File: src/rtl/steer_pkg.sv
// Package steer_pkg: the link-class encoding shared by the steering modules.
// Assumes the three classes are mutually exclusive for any single transfer.
package steer_pkg;
    typedef enum logic [1:0] {
        LANE_BASE = 2'd0,
        LANE_ECO  = 2'd1,
        LANE_FAST = 2'd2
    } lane_e;
endpackage

File: src/rtl/inj_window.sv
// Module inj_window: keeps the per-cycle injection counts of one link for the
// last WIN_DEPTH cycles. A running sum is updated by adding the newest count
// and removing the one that leaves the window.
// Assumes: cnt_i is sampled at every clock edge, including idle cycles.
module inj_window #(
    parameter int WIN_DEPTH = 5,
    parameter int CNT_W     = 3,
    parameter int SUM_W     = 6
) (
    input  logic             clk,
    input  logic             rst_n,
    input  logic [CNT_W-1:0] cnt_i,
    output logic [SUM_W-1:0] sum_o
);
    localparam logic [SUM_W-1:0] MAX_SUM = SUM_W'(WIN_DEPTH * ((1 << CNT_W) - 1));

    logic [CNT_W-1:0] hist_q [WIN_DEPTH];
    logic [SUM_W-1:0] sum_q;

    genvar g;
    generate
        for (g = 0; g < WIN_DEPTH; g++) begin : g_stage
            // One history stage: the first stage takes the new count, the others shift along.
            always_ff @(posedge clk) begin
                if (!rst_n)
                    hist_q[g] <= '0;
                else if (g == 0)
                    hist_q[g] <= cnt_i;
                else
                    hist_q[g] <= hist_q[(g == 0) ? 0 : g - 1];
            end
        end
    endgenerate

    // Running sum: add the count entering the window, drop the one leaving it.
    always_ff @(posedge clk) begin
        if (!rst_n)
            sum_q <= '0;
        else
            sum_q <= sum_q + SUM_W'(cnt_i) - SUM_W'(hist_q[WIN_DEPTH-1]);
    end

    assign sum_o = sum_q;

    // the running sum can never exceed a full window of maximum counts.
    a_r7_sum_cap: assert property (@(posedge clk) disable iff (!rst_n)
        sum_q <= MAX_SUM);
endmodule

File: src/rtl/imbalance_detect.sv
// Module imbalance_detect: compares the windowed traffic of the two wide links.
// It flags an override when the gap is strictly above THRESH and names the
// quieter link. Purely combinational; it is re-evaluated every cycle.
module imbalance_detect #(
    parameter int SUM_W  = 6,
    parameter int THRESH = 10
) (
    input  logic [SUM_W-1:0] base_sum_i,
    input  logic [SUM_W-1:0] eco_sum_i,
    output logic             divert_o,
    output logic             to_eco_o
);
    logic [SUM_W:0] gap;

    // Absolute gap between the two windowed sums.
    always_comb begin
        if (base_sum_i >= eco_sum_i)
            gap = {1'b0, base_sum_i} - {1'b0, eco_sum_i};
        else
            gap = {1'b0, eco_sum_i} - {1'b0, base_sum_i};
    end

    assign divert_o = gap > (SUM_W + 1)'(THRESH);
    assign to_eco_o = base_sum_i > eco_sum_i;
endmodule

File: src/rtl/lane_decide.sv
// Module lane_decide: applies the fixed rule precedence to one request.
// The order is narrow payload first, then the imbalance override, then the
// early-ready and store rules, with the baseline link as the default.
module lane_decide
    import steer_pkg::*;
(
    input  logic  narrow_i,
    input  logic  early_ready_i,
    input  logic  store_i,
    input  logic  divert_i,
    input  logic  to_eco_i,
    output lane_e lane_o
);
    // Priority chain of steering rules.
    always_comb begin
        if (narrow_i)
            lane_o = LANE_FAST;
        else if (divert_i)
            lane_o = to_eco_i ? LANE_ECO : LANE_BASE;
        else if (early_ready_i || store_i)
            lane_o = LANE_ECO;
        else
            lane_o = LANE_BASE;
    end
endmodule

File: src/rtl/xfer_lane_steer.sv
// Module xfer_lane_steer: top of the wire-class steering block. It keeps one
// traffic window per wide link, detects imbalance, applies the rules and
// registers a one-hot select. Assumes at most one request per cycle; link
// buffering and arbitration happen downstream.
module xfer_lane_steer
    import steer_pkg::*;
#(
    parameter int WIN_DEPTH = 5,
    parameter int CNT_W     = 3,
    parameter int THRESH    = 10
) (
    input  logic             clk,
    input  logic             rst_n,
    input  logic             req_valid_i,
    input  logic             req_narrow_i,
    input  logic             req_early_ready_i,
    input  logic             req_store_i,
    input  logic [CNT_W-1:0] base_inj_i,
    input  logic [CNT_W-1:0] eco_inj_i,
    output logic             sel_valid_o,
    output logic [2:0]       sel_o
);
    localparam int SUM_W = CNT_W + $clog2(WIN_DEPTH + 1);

    logic [SUM_W-1:0] base_sum, eco_sum;
    logic             divert, to_eco;
    lane_e            lane;
    logic [2:0]       lane_hot;

    inj_window #(.WIN_DEPTH(WIN_DEPTH), .CNT_W(CNT_W), .SUM_W(SUM_W)) base_win_i (
        .clk(clk), .rst_n(rst_n), .cnt_i(base_inj_i), .sum_o(base_sum));

    inj_window #(.WIN_DEPTH(WIN_DEPTH), .CNT_W(CNT_W), .SUM_W(SUM_W)) eco_win_i (
        .clk(clk), .rst_n(rst_n), .cnt_i(eco_inj_i), .sum_o(eco_sum));

    imbalance_detect #(.SUM_W(SUM_W), .THRESH(THRESH)) detect_i (
        .base_sum_i(base_sum), .eco_sum_i(eco_sum),
        .divert_o(divert), .to_eco_o(to_eco));

    lane_decide decide_i (
        .narrow_i(req_narrow_i), .early_ready_i(req_early_ready_i),
        .store_i(req_store_i), .divert_i(divert), .to_eco_i(to_eco),
        .lane_o(lane));

    // Convert the chosen class into the one-hot demultiplex select.
    always_comb begin
        case (lane)
            LANE_FAST: lane_hot = 3'b100;
            LANE_ECO:  lane_hot = 3'b010;
            default:   lane_hot = 3'b001;
        endcase
    end

    // Output register: one decision per accepted request, zero otherwise.
    always_ff @(posedge clk) begin
        if (!rst_n) begin
            sel_valid_o <= 1'b0;
            sel_o       <= '0;
        end else begin
            sel_valid_o <= req_valid_i;
            sel_o       <= req_valid_i ? lane_hot : 3'b000;
        end
    end

    // a valid select is exactly one-hot.
    a_r2_onehot: assert property (@(posedge clk) disable iff (!rst_n)
        sel_valid_o |-> $countones(sel_o) == 1);
    // no select bits without a decision.
    a_r2_idle_zero: assert property (@(posedge clk) disable iff (!rst_n)
        !sel_valid_o |-> sel_o == 3'b000);
    // each request yields a decision on the next cycle.
    a_r2_req_resp: assert property (@(posedge clk) disable iff (!rst_n)
        req_valid_i |=> sel_valid_o);
    // narrow payloads always take the fast link.
    a_r3_narrow_fast: assert property (@(posedge clk) disable iff (!rst_n)
        (req_valid_i && req_narrow_i) |=> sel_o == 3'b100);
    // an active override toward the low-energy link is honoured.
    a_r8_divert_eco: assert property (@(posedge clk) disable iff (!rst_n)
        (req_valid_i && !req_narrow_i && divert && to_eco) |=> sel_o == 3'b010);
    // an active override toward the baseline link is honoured.
    a_r8_divert_base: assert property (@(posedge clk) disable iff (!rst_n)
        (req_valid_i && !req_narrow_i && divert && !to_eco) |=> sel_o == 3'b001);
    // store data goes to the low-energy link when no override is active.
    a_r4_store_eco: assert property (@(posedge clk) disable iff (!rst_n)
        (req_valid_i && req_store_i && !req_narrow_i && !divert) |=> sel_o == 3'b010);
endmodule

File: config.mk
export PLATFORM = sky130hd
export DESIGN_NAME = xfer_lane_steer
export DESIGN_NICKNAME = d
export VERILOG_FILES = /design/src/rtl/steer_pkg.sv /design/src/rtl/inj_window.sv /design/src/rtl/imbalance_detect.sv /design/src/rtl/lane_decide.sv /design/src/rtl/xfer_lane_steer.sv
export SDC_FILE = /design/constraint.sdc
export NUM_CORES = 1
export LEC_CHECK = 0
export ABC_AREA = 1
export BUFFER_PORTS_ARGS = -buffer_cell sky130_fd_sc_hd__buf_2
export CAP_MARGIN = 20
export CELL_PAD_IN_SITES_DETAIL_PLACEMENT = 1
export CELL_PAD_IN_SITES_GLOBAL_PLACEMENT = 2
export CORE_UTILIZATION = 35
export DETAILED_ROUTE_END_ITERATION = 8
export PLACE_DENSITY_LB_ADDON = 0.1
export SYNTH_ARGS = -nofsm -noshare
export SYNTH_HDL_FRONTEND = slang
export SYNTH_SLANG_ARGS = --single-unit
File: constraint.sdc
create_clock -name clk -period 2.7 [get_ports clk]
set_clock_uncertainty 0.05 [all_clocks]
set_input_delay 0.54 -clock clk [delete_from_list [all_inputs] [get_ports clk]]
set_output_delay 0.54 -clock clk [all_outputs]
set_load 0.01 [all_outputs]
Yosys cells after proc, flatten, opt, wreduce, memory -nomap -nowiden
Memories as Yosys holds them, arrays and structs flattened.
Cells that the tools add are included.
{ "totals": {"out_inout_bits": 4, "regBits": 16, "word_cells": 47, "inputBits": 12, "memories": 2, "mem_bits_rw": 30} }
{ "mem_list": {"columns": ["memory", "depth", "width", "rd", "rd_clocked_by_memory_dff", "wr", "line", "source"], "rows": [
  ["base_win_i.hist_q", 5, 3, 5, 0, 5, "inj_window.sv:17", "logic [CNT_W-1:0] hist_q [WIN_DEPTH];"],
  ["eco_win_i.hist_q", 5, 3, 5, 0, 5, "inj_window.sv:17", null]
]} }
{ "classes": {"eq_ne": 2, "mux": 18, "add_sub_neg": 6, "magnitude_cmp": 3, "n_bitwise": 10, "reduce_logical": 2} }
{ "op_table": {"columns": ["operator", "count"], "rows": [
  ["two-way mux 3 bit", 10],
  ["subtractor 6 x 6 -> 7 bit", 2],
  ["adder 6 x 3 -> 6 bit", 2],
  ["subtractor 6 x 3 -> 6 bit", 2],
  ["OR 1 bit", 10],
  ["greater-than comparator 7 x 4 -> 1 bit (second input constant)", 1],
  ["two-way mux 7 bit", 1],
  [">= comparator 6 bit", 1],
  ["greater-than comparator 6 bit", 1],
  ["case mux 3 bit (2 select lines)", 1],
  ["two-way mux 1 bit", 4],
  ["two-way mux 2 bit", 2],
  ["equality test 2 x 1 -> 1 bit (second input constant)", 1],
  ["equality test 2 bit (second input constant)", 1],
  ["AND reduction 2 bit", 1],
  ["logical OR 1 bit", 1]
]} }

Longest topological paths before layout
Gate-level depths: netlist of the first run.
{ "depth": {"ltp_word": 7, "ltp_mapped": 14, "ltp_nobuf": 14} }

Hierarchy
Synthesis of the first run repeated with hierarchy kept, for this count alone.
{ "unflattened": {"cells_unflattened": 353, "area_unflattened_um2": 2597.5} }
{ "modules_own_cells": {"columns": ["module", "instances", "area_each_um2", "cells_each", "seq_area_each_um2"], "rows": [
  ["inj_window at base_win_i", 1, 892.1, 109, 420.4],
  ["inj_window at eco_win_i", 1, 884.6, 109, 420.4],
  ["imbalance_detect", 1, 634.4, 109, 0.0],
  ["xfer_lane_steer", 1, 145.1, 16, 80.1],
  ["lane_decide", 1, 41.3, 10, 0.0]
]} }

Worst setup path after synthesis of the first run
Ideal clock, no wire load.
{ "synth_path": {"kind": "in2reg", "start": "input base_inj_i[2]", "end": "register base_win_i.sum_q[5], in the netlist base_win_i.sum_o[5]", "required_ps": 2580, "arrival_ps": 2100, "path_buffers": 0, "setup_time_ps": 70, "path_slack_ps": 481, "stages": 11, "cell_sequence": "inv_1 fa_1 inv_1 ha_1 a21oi_1 nand2_1 nand2_1 nand2_1 a21oi_1 o21ai_0 a21oi_1"} }
{ "synth_between": {"elab_chain_cells": 2} }
{ "synth_lines": {"columns": ["element", "line", "source"], "rows": [
  ["start, declared", "xfer_lane_steer.sv:18", "input logic [CNT_W-1:0] base_inj_i,"],
  ["adder 6 x 3 -> 6 bit", "inj_window.sv:40", "sum_q <= sum_q + SUM_W'(cnt_i) - SUM_W'(hist_q[WIN_DEPTH-1]);"],
  ["subtractor 6 x 3 -> 6 bit", "inj_window.sv:40", null],
  ["end signal, assigned", "inj_window.sv:40", null],
  ["end, declared", "inj_window.sv:18", "logic [SUM_W-1:0] sum_q;"]
]} }
No other way between the ends.
A chain may end at the register's enable or synchronous reset.

Final worst setup path of the first run
{ "layout_path": {"start": "register base_win_i.sum_q[1], in the netlist base_win_i.sum_o[1]", "end": "register base_win_i.sum_q[5], in the netlist base_win_i.sum_o[5]"} }
{ "layout_between": {"elab_chain_cells": 2} }
{ "layout_lines": {"columns": ["element", "line"], "rows": [
  ["adder 6 x 3 -> 6 bit", "inj_window.sv:40"],
  ["subtractor 6 x 3 -> 6 bit", "inj_window.sv:40"]
]} }
No other way between the ends.

==> results of run 1 <==
[worst min-delay path by stage]
stage                            start                      end  slack, ps  cells past startpoint
3_3_place_gp   base_win_i.hist_q[1][0]  base_win_i.hist_q[2][0]        340                      2
6_report        eco_win_i.hist_q[2][1]   eco_win_i.hist_q[3][1]        370                      2
2_1_floorplan  base_win_i.hist_q[0][0]  base_win_i.hist_q[1][0]        340                      2
4_1_cts         eco_win_i.hist_q[2][1]   eco_win_i.hist_q[3][1]        370                      2
3_5_place_dp    eco_win_i.hist_q[2][1]   eco_win_i.hist_q[3][1]        350                      2
5_1_grt        base_win_i.hist_q[0][2]  base_win_i.hist_q[1][2]        390                      2
[layout make-up]
class,instances,area [sq um],share of cell area (%)
Multi-Input combinational cell,182,1150,43.7
Sequential cell,46,921,34.9
Clock inverter,2,10.0,0.379
Timing Repair Buffer,15,75.1,2.84
Clock buffer,5,68.8,2.61
Inverter,83,312,11.8
Tap cell,80,100,3.79
[state kept, by name, summed over array words and instances, names as in the netlist]
name	cells
base_win_i.hist_q	15
sel_valid_o	1
sel_o	3
eco_win_i.hist_q	15
eco_win_i.sum_o	6
base_win_i.sum_o	6
[per-layer routing]
metal | track usage, % | vias up | share of wire (%)
li1 | - | 973 | -
met1 | 19.0 | 826 | 52
met4 | 5.00 | 0 | 1.2
met5 | 0 | - | 0
met3 | 2.63 | 5 | 1.9
met2 | 22.8 | 15 | 45
[through the flow]
step           hold WS (ps)  util, %
2_1_floorplan           340        -
3_3_place_gp            341     37.9
3_5_place_dp            352     37.9
4_1_cts                 372     39.1
5_1_grt                 387     39.1
6_report                368     39.1
[worst max-delay path: cells and delay by family (launching register included)]
family | cells | cell delay [ps]
AND/OR/NAND/NOR | 4 | 290
buffers and inverters | 2 | 200
AO/OA/AOI/OAI | 3 | 380
adder cells (fa/ha/maj) | 2 | 860
flip-flops | 1 | 390
[power by group through the flow]
stage               combinational (mW)  clock, mW  sequential [mW]
finish                            1.60      0.392            0.828
global route                      1.90      0.439            0.841
CTS                               1.63      0.414            0.831
detailed placement                1.62          0            0.847
global placement                  1.61          0            0.844
floorplan                         1.36          0            0.835
[kinds of logic (layout without fill, tap and decap cells)]
| group | after synthesis | in the layout | synth area share (%) |
|---|---|---|---|
| flip-flops | 46 | 46 | 37.8 |
| buffers and inverters | 90 | 105 | 15.0 |
| AND/OR/NAND/NOR | 115 | 115 | 19.8 |
| AO/OA/AOI/OAI | 30 | 30 | 6.77 |
| adder cells (fa/ha/maj) | 32 | 32 | 18.9 |
| XOR/XNOR | 5 | 5 | 1.80 |
[cell usage in the layout, fill, tap and decap left out, types with 3 or more instances in the layout]
cell type,count
sky130_fd_sc_hd__buf_2,15
sky130_fd_sc_hd__xor2_1,5
sky130_fd_sc_hd__o21ai_0,7
sky130_fd_sc_hd__fa_1,8
sky130_fd_sc_hd__nand3_1,14
sky130_fd_sc_hd__a21oi_1,18
sky130_fd_sc_hd__nor2_1,18
sky130_fd_sc_hd__inv_1,83
sky130_fd_sc_hd__dfxtp_1,46
sky130_fd_sc_hd__clkbuf_8,5
sky130_fd_sc_hd__nand4_1,3
sky130_fd_sc_hd__nand2_1,73
sky130_fd_sc_hd__ha_1,24
==> results_dict.tcl, run 1 <==
set metrics [dict create \
    run_status "finished, final reports clean" \
    placement.setup.worst_slack_ps 196 \
    cts-hold-fix-buffers 0 \
    area_delta_synth_final_pct 8.21 \
    final_layout_size_suffix_gt1_share_pct 8.71 \
    cell_chain_of_the_critical_path "inv_1 > fa_1 > inv_1 > ha_1 > nand3_1 > nand2_1 > nand2_1 > nand2_1 > a21oi_1 > o21ai_0 > a21oi_1" \
    critical-path-top-cell-by-count "sky130_fd_sc_hd__nand2_1" \
    rsz_0062_raised_after_global_routing "no" \
    yosys.cell_count.top_type "sky130_fd_sc_hd__inv_1" \
    first_drt_pass_iteration_count 4 \
    critical_path.slowest_cell "sky130_fd_sc_hd__fa_1" \
    yosysSeqAreaShare_pct 37.8 \
    synth_common_cells "sky130_fd_sc_hd__inv_1, sky130_fd_sc_hd__nand2_1, sky130_fd_sc_hd__dfxtp_1, sky130_fd_sc_hd__ha_1" \
    placed_cell_area_sq_um 2560 \
    post_drt_wl_per_cell_um 10.9 \
    clock-sinks 46 \
    cts_buffers 5 \
    number_of_standard_cells_after_synthesis 318 \
    synth.net_count 362 \
    largest_fanout_on_the_critical_path 3 \
    cts_setup_buffers 0 \
    crit_arrival_ps 2400 \
    power.share.clock_pct 13.9 \
    design_area_sq_um 2640 \
    floorplan.initialDensity_pct 36.1 \
    timing.max_slew.rel_slack_pct 56.8 \
    die_width_um 85.5 \
    core_area_sq_um 6760 \
    peakVddDrop_uv 353 \
    post-route-period-util_pct 82.2 \
    post-synth-top-area-fraction_pct 37.8 \
    start_kind "flop" \
    nets 377 \
    slew_violations 0 \
    critPathMaxStageDelay_ps 580 \
    routed-via-count 1819 \
    synth-edff-count 0 \
    r2r-end "base_win_i.sum_o[5]" \
    post_layout_nonfiller_instances 413 \
    p_comb_share_pct 56.7 \
    power.static_leakage_nw 1.55 \
    max_clock_freq_mhz 451 \
    dp.final_hpwl_um 3640 \
    max-clock-path-buffers 2 \
    worst-slew-pin-transition_ps 649 \
    top_cell_type_by_total_area_after_synthesis "sky130_fd_sc_hd__dfxtp_1" \
    dieHeight_um 85.5 \
    yosysUniqueCellTypes 25 \
    hp-class "flop to flop" \
    drv.max_cap_violation_count 0 \
    ctsResizeCount 0 \
    async_reset_ff_share_pct 0 \
    ioPinCount 16 \
    portBuffers 15 \
    path_class "flop to flop" \
    antenna_violations_before_repair 0 \
    drt_drc_violations_left 0 \
    critPathCaptureType "flop" \
    path_clk_slew_ps 80 \
    worst_reg_to_reg_setup_slack_ps 480 \
    clk_latency_ps 290 \
    fin_crit_ps 2220 \
    critical_path_required_ps 2880 \
    net-switching-power_mw 1.27 \
    synthTopCellsByArea "sky130_fd_sc_hd__dfxtp_1, sky130_fd_sc_hd__inv_1, sky130_fd_sc_hd__ha_1" \
    powerDensity_nw_per_um2 1070 \
    final-hold-violation-count 0 \
    cts-htree-levels 2 \
    final.setup.tns_ps 0 \
    routabilityCongestion 0.715 \
    sequential_power_share_pct 29.4 \
    total_power_mw 2.82 \
    regToRegStartpoint "base_win_i.sum_o[1]" \
    netSwitchingFraction_pct 45.0 \
    syn-cell-area_sq_um 2440 \
    grt_start_max_net_pins 41 \
    worst_setup_path_startpoint "base_win_i.sum_o[1]" \
    timing.critical_path.to "base_win_i.sum_o[5]" \
    fp.dieArea_sq_um 7310 \
    report.final.setup_viol 0 \
    setup_ws_ps 480 \
    grt_use_total_pct 14.2 \
    postSynthRegisterBits 46 \
    power.internal_mw 1.55 \
    tritoncts "done" \
    num-fill-cells 875 \
    rr_worst_depth 11 \
    num_rows 30 \
    first_global_vias 1834 \
    drtAntennaViolNets 0 \
    clock_tree.root_cell "sky130_fd_sc_hd__clkbuf_8" \
    num_antenna_cells 0 \
    syn-mean-instance-area_sq_um 7.67 \
    synth-warning-count 0 \
    globalRoute.totalOverflow 0 \
    placed_cell_count 406 \
    grt_first_pass_wirelength_um 8120 \
    wirelength_um 4510 \
    avgViaCountPerCell 4.40 \
    synth-main-ff-cell "sky130_fd_sc_hd__dfxtp_1" \
    drt-initial-drc-count 36 \
]
Note: power is estimated with default switching activity, not from simulation.
==> inputs of run 2 (changes only) <==
- clock period: 2.7 -> 2.25 ns (I/O delays scaled with it)
==> results_dict.tcl, run 2 (synthesized netlist as in run 1, its figures left out) <==
set metrics [dict create \
    ioPinCount 16 \
    clock-sinks 46 \
    num_rows 30 \
    clock_tree.root_cell "sky130_fd_sc_hd__clkbuf_8" \
    critical-path-top-delay-family "adder cells" \
    max-clock-path-buffers 2 \
    dieHeight_um 85.5 \
    nets 386 \
    grt_first_pass_wirelength_um 8280 \
    path_clk_slew_ps 80 \
    portBuffers 15 \
    wirelength_um 4640 \
    first_global_vias 1875 \
    post-route-util_pct 40.9 \
    cts_buffers 5 \
    regToRegStartpoint "base_win_i.sum_o[1]" \
    busiest_layer "met2" \
    powerDensity_nw_per_um2 1290 \
    avgViaCountPerCell 4.46 \
    grt_start_max_net_pins 23 \
    critPathCaptureType "flop" \
    post-route-period-util_pct 94.2 \
    sequential_power_share_pct 27.8 \
    antenna_violations_before_repair 0 \
    max_clock_freq_mhz 472 \
    mostFrequentLayoutCells "sky130_fd_sc_hd__inv_1, sky130_fd_sc_hd__nand2_1, sky130_fd_sc_hd__dfxtp_1" \
    first_drt_pass_iteration_count 4 \
    power.share.clock_pct 13.1 \
    die_width_um 85.5 \
    hold-path-endpoint "eco_win_i.hist_q[0][2]" \
    placed_cell_count 413 \
    grt_use_total_pct 14.4 \
    net-switching-power_mw 1.57 \
    critical_path.slowest_cell "sky130_fd_sc_hd__fa_2" \
    slew_violations 0 \
    sequential_cell_area_sq_um 925 \
    worst_reg_to_reg_setup_slack_ps 130 \
    worst-path-buf-inv 2 \
    grt_util_met3_pct 2.82 \
    holdCritStartpoint "eco_inj_i[2]" \
    tritoncts "done" \
    clk_latency_ps 290 \
    rsz_0062_raised_after_global_routing "yes" \
    power.static_leakage_nw 1.58 \
    critPathMaxStageDelay_ps 490 \
    netSwitchingFraction_pct 44.2 \
    rr_worst_depth 8 \
    r2r-end "base_win_i.sum_o[4]" \
    grt_util_met2_pct 25.1 \
    dp.final_hpwl_um 3790 \
    largest_fanout_on_the_critical_path 3 \
    power.internal_mw 1.98 \
    p_comb_share_pct 59.0 \
    drv.max_cap_violation_count 0 \
    drt_drc_violations_left 0 \
    mostFrequentLayoutCell "sky130_fd_sc_hd__inv_1" \
    post_drt_wl_per_cell_um 11.0 \
    met1_routing_resource_usage_after_global_routing_pct 17.3 \
    fp.dieArea_sq_um 7310 \
    num-fill-cells 852 \
    worst-slew-pin-transition_ps 391 \
    drt-initial-drc-count 27 \
    report.final.setup_viol 0 \
    globalRoute.totalOverflow 0 \
    cts-htree-levels 2 \
    floorplan.initialDensity_pct 36.1 \
    path_class "flop to flop" \
    core_area_sq_um 6760 \
    final.setup.tns_ps 0 \
    timing.max_slew.rel_slack_pct 73.9 \
    cell_chain_of_the_critical_path "inv_1 > fa_2 > buf_4 > fa_1 > nor2_1 > a211oi_1 > o21ai_0 > a21oi_1" \
    routed-via-count 1882 \
    fin_crit_ps 2120 \
    worst_hold_depth 3 \
    cts-hold-fix-buffers 0 \
    start_kind "flop" \
    area_delta_synth_final_pct 13.3 \
    routabilityCongestion 0.708 \
    drtAntennaViolNets 0 \
    crit_arrival_ps 2250 \
    biggestRegsByFlops "base_win_i.hist_q x15, eco_win_i.hist_q x15" \
    final_layout_size_suffix_gt1_share_pct 15.2 \
    hp-class "input pin to flop" \
    critical_path_required_ps 2380 \
    multi_input_area_sq_um 1200 \
    peakVddDrop_uv 348 \
    post_layout_nonfiller_instances 422 \
    num_antenna_cells 0 \
    run_status "finished, final reports clean" \
    final-hold-violation-count 0 \
]
run 2: cell count changes in the layout (fill, tap and decap cells not counted), sizes merged:
cell | previous run | this run
buf | 15 | 24
run 2: what timing repair did:
action,in CTS,in global routing
setup buffers,0,2
endpoints found under the setup margin,0,4
gates resized for setup,0,15
run 2: through the flow:
step / worst slack (ps) / cell area (sq um) / power, mW / hold WS, ps
2_1_floorplan: 121 / 2440 / 2.63 / 340
3_3_place_gp: -80.9 / 2610 / 3.00 / 342
3_5_place_dp: -123 / 2610 / 3.03 / 348
4_1_cts: 44.2 / 2690 / 3.51 / 291
5_1_grt: -16.8 / 2760 / 4.00 / 306
6_report: 131 / 2760 / 3.56 / 301
run 2: cell type report:
class	instances	share of cell area (%)
inverter	83	11.3
sequential	46	33.5
multi-input combinational	182	43.6
timing repair buffer	24	5.16
clock inverter	2	0.362
tap	80	3.62
clock buffer	5	2.49
run 2: per-layer routing:
metal | part of all wire [%] | vias up
met1 | 48 | 866
met4 | 1.9 | 0
met5 | 0 | -
li1 | - | 990
met3 | 2.0 | 9
met2 | 48 | 17
run 2: how the worst max path moves through the flow:
stage                     endpoint  slack, ps                 from  cells past startpoint
2_1_floorplan  base_win_i.sum_o[5]        120        base_inj_i[2]                     11
3_3_place_gp   base_win_i.sum_o[5]        -80        base_inj_i[2]                     12
3_5_place_dp   base_win_i.sum_o[5]       -120        base_inj_i[2]                     12
4_1_cts         eco_win_i.sum_o[5]         40   eco_win_i.sum_o[1]                     11
5_1_grt         eco_win_i.sum_o[5]        -20   eco_win_i.sum_o[2]                     11
6_report       base_win_i.sum_o[4]        130  base_win_i.sum_o[1]                      8
run 2: worst min-delay path: stages:
cell and delay (ps):
sky130_fd_sc_hd__buf_2 90, sky130_fd_sc_hd__nand2_1 40, sky130_fd_sc_hd__inv_1 40
run 2: power groups by stage:
stage	clock, mW	combinational, mW	sequential, mW
after CTS	0.494	2.03	0.993
after floorplan	0	1.63	1.00
after global routing	0.522	2.47	1.00
after detailed placement	0	2.02	1.01
after global placement	0	2.00	1.01
final	0.467	2.10	0.990
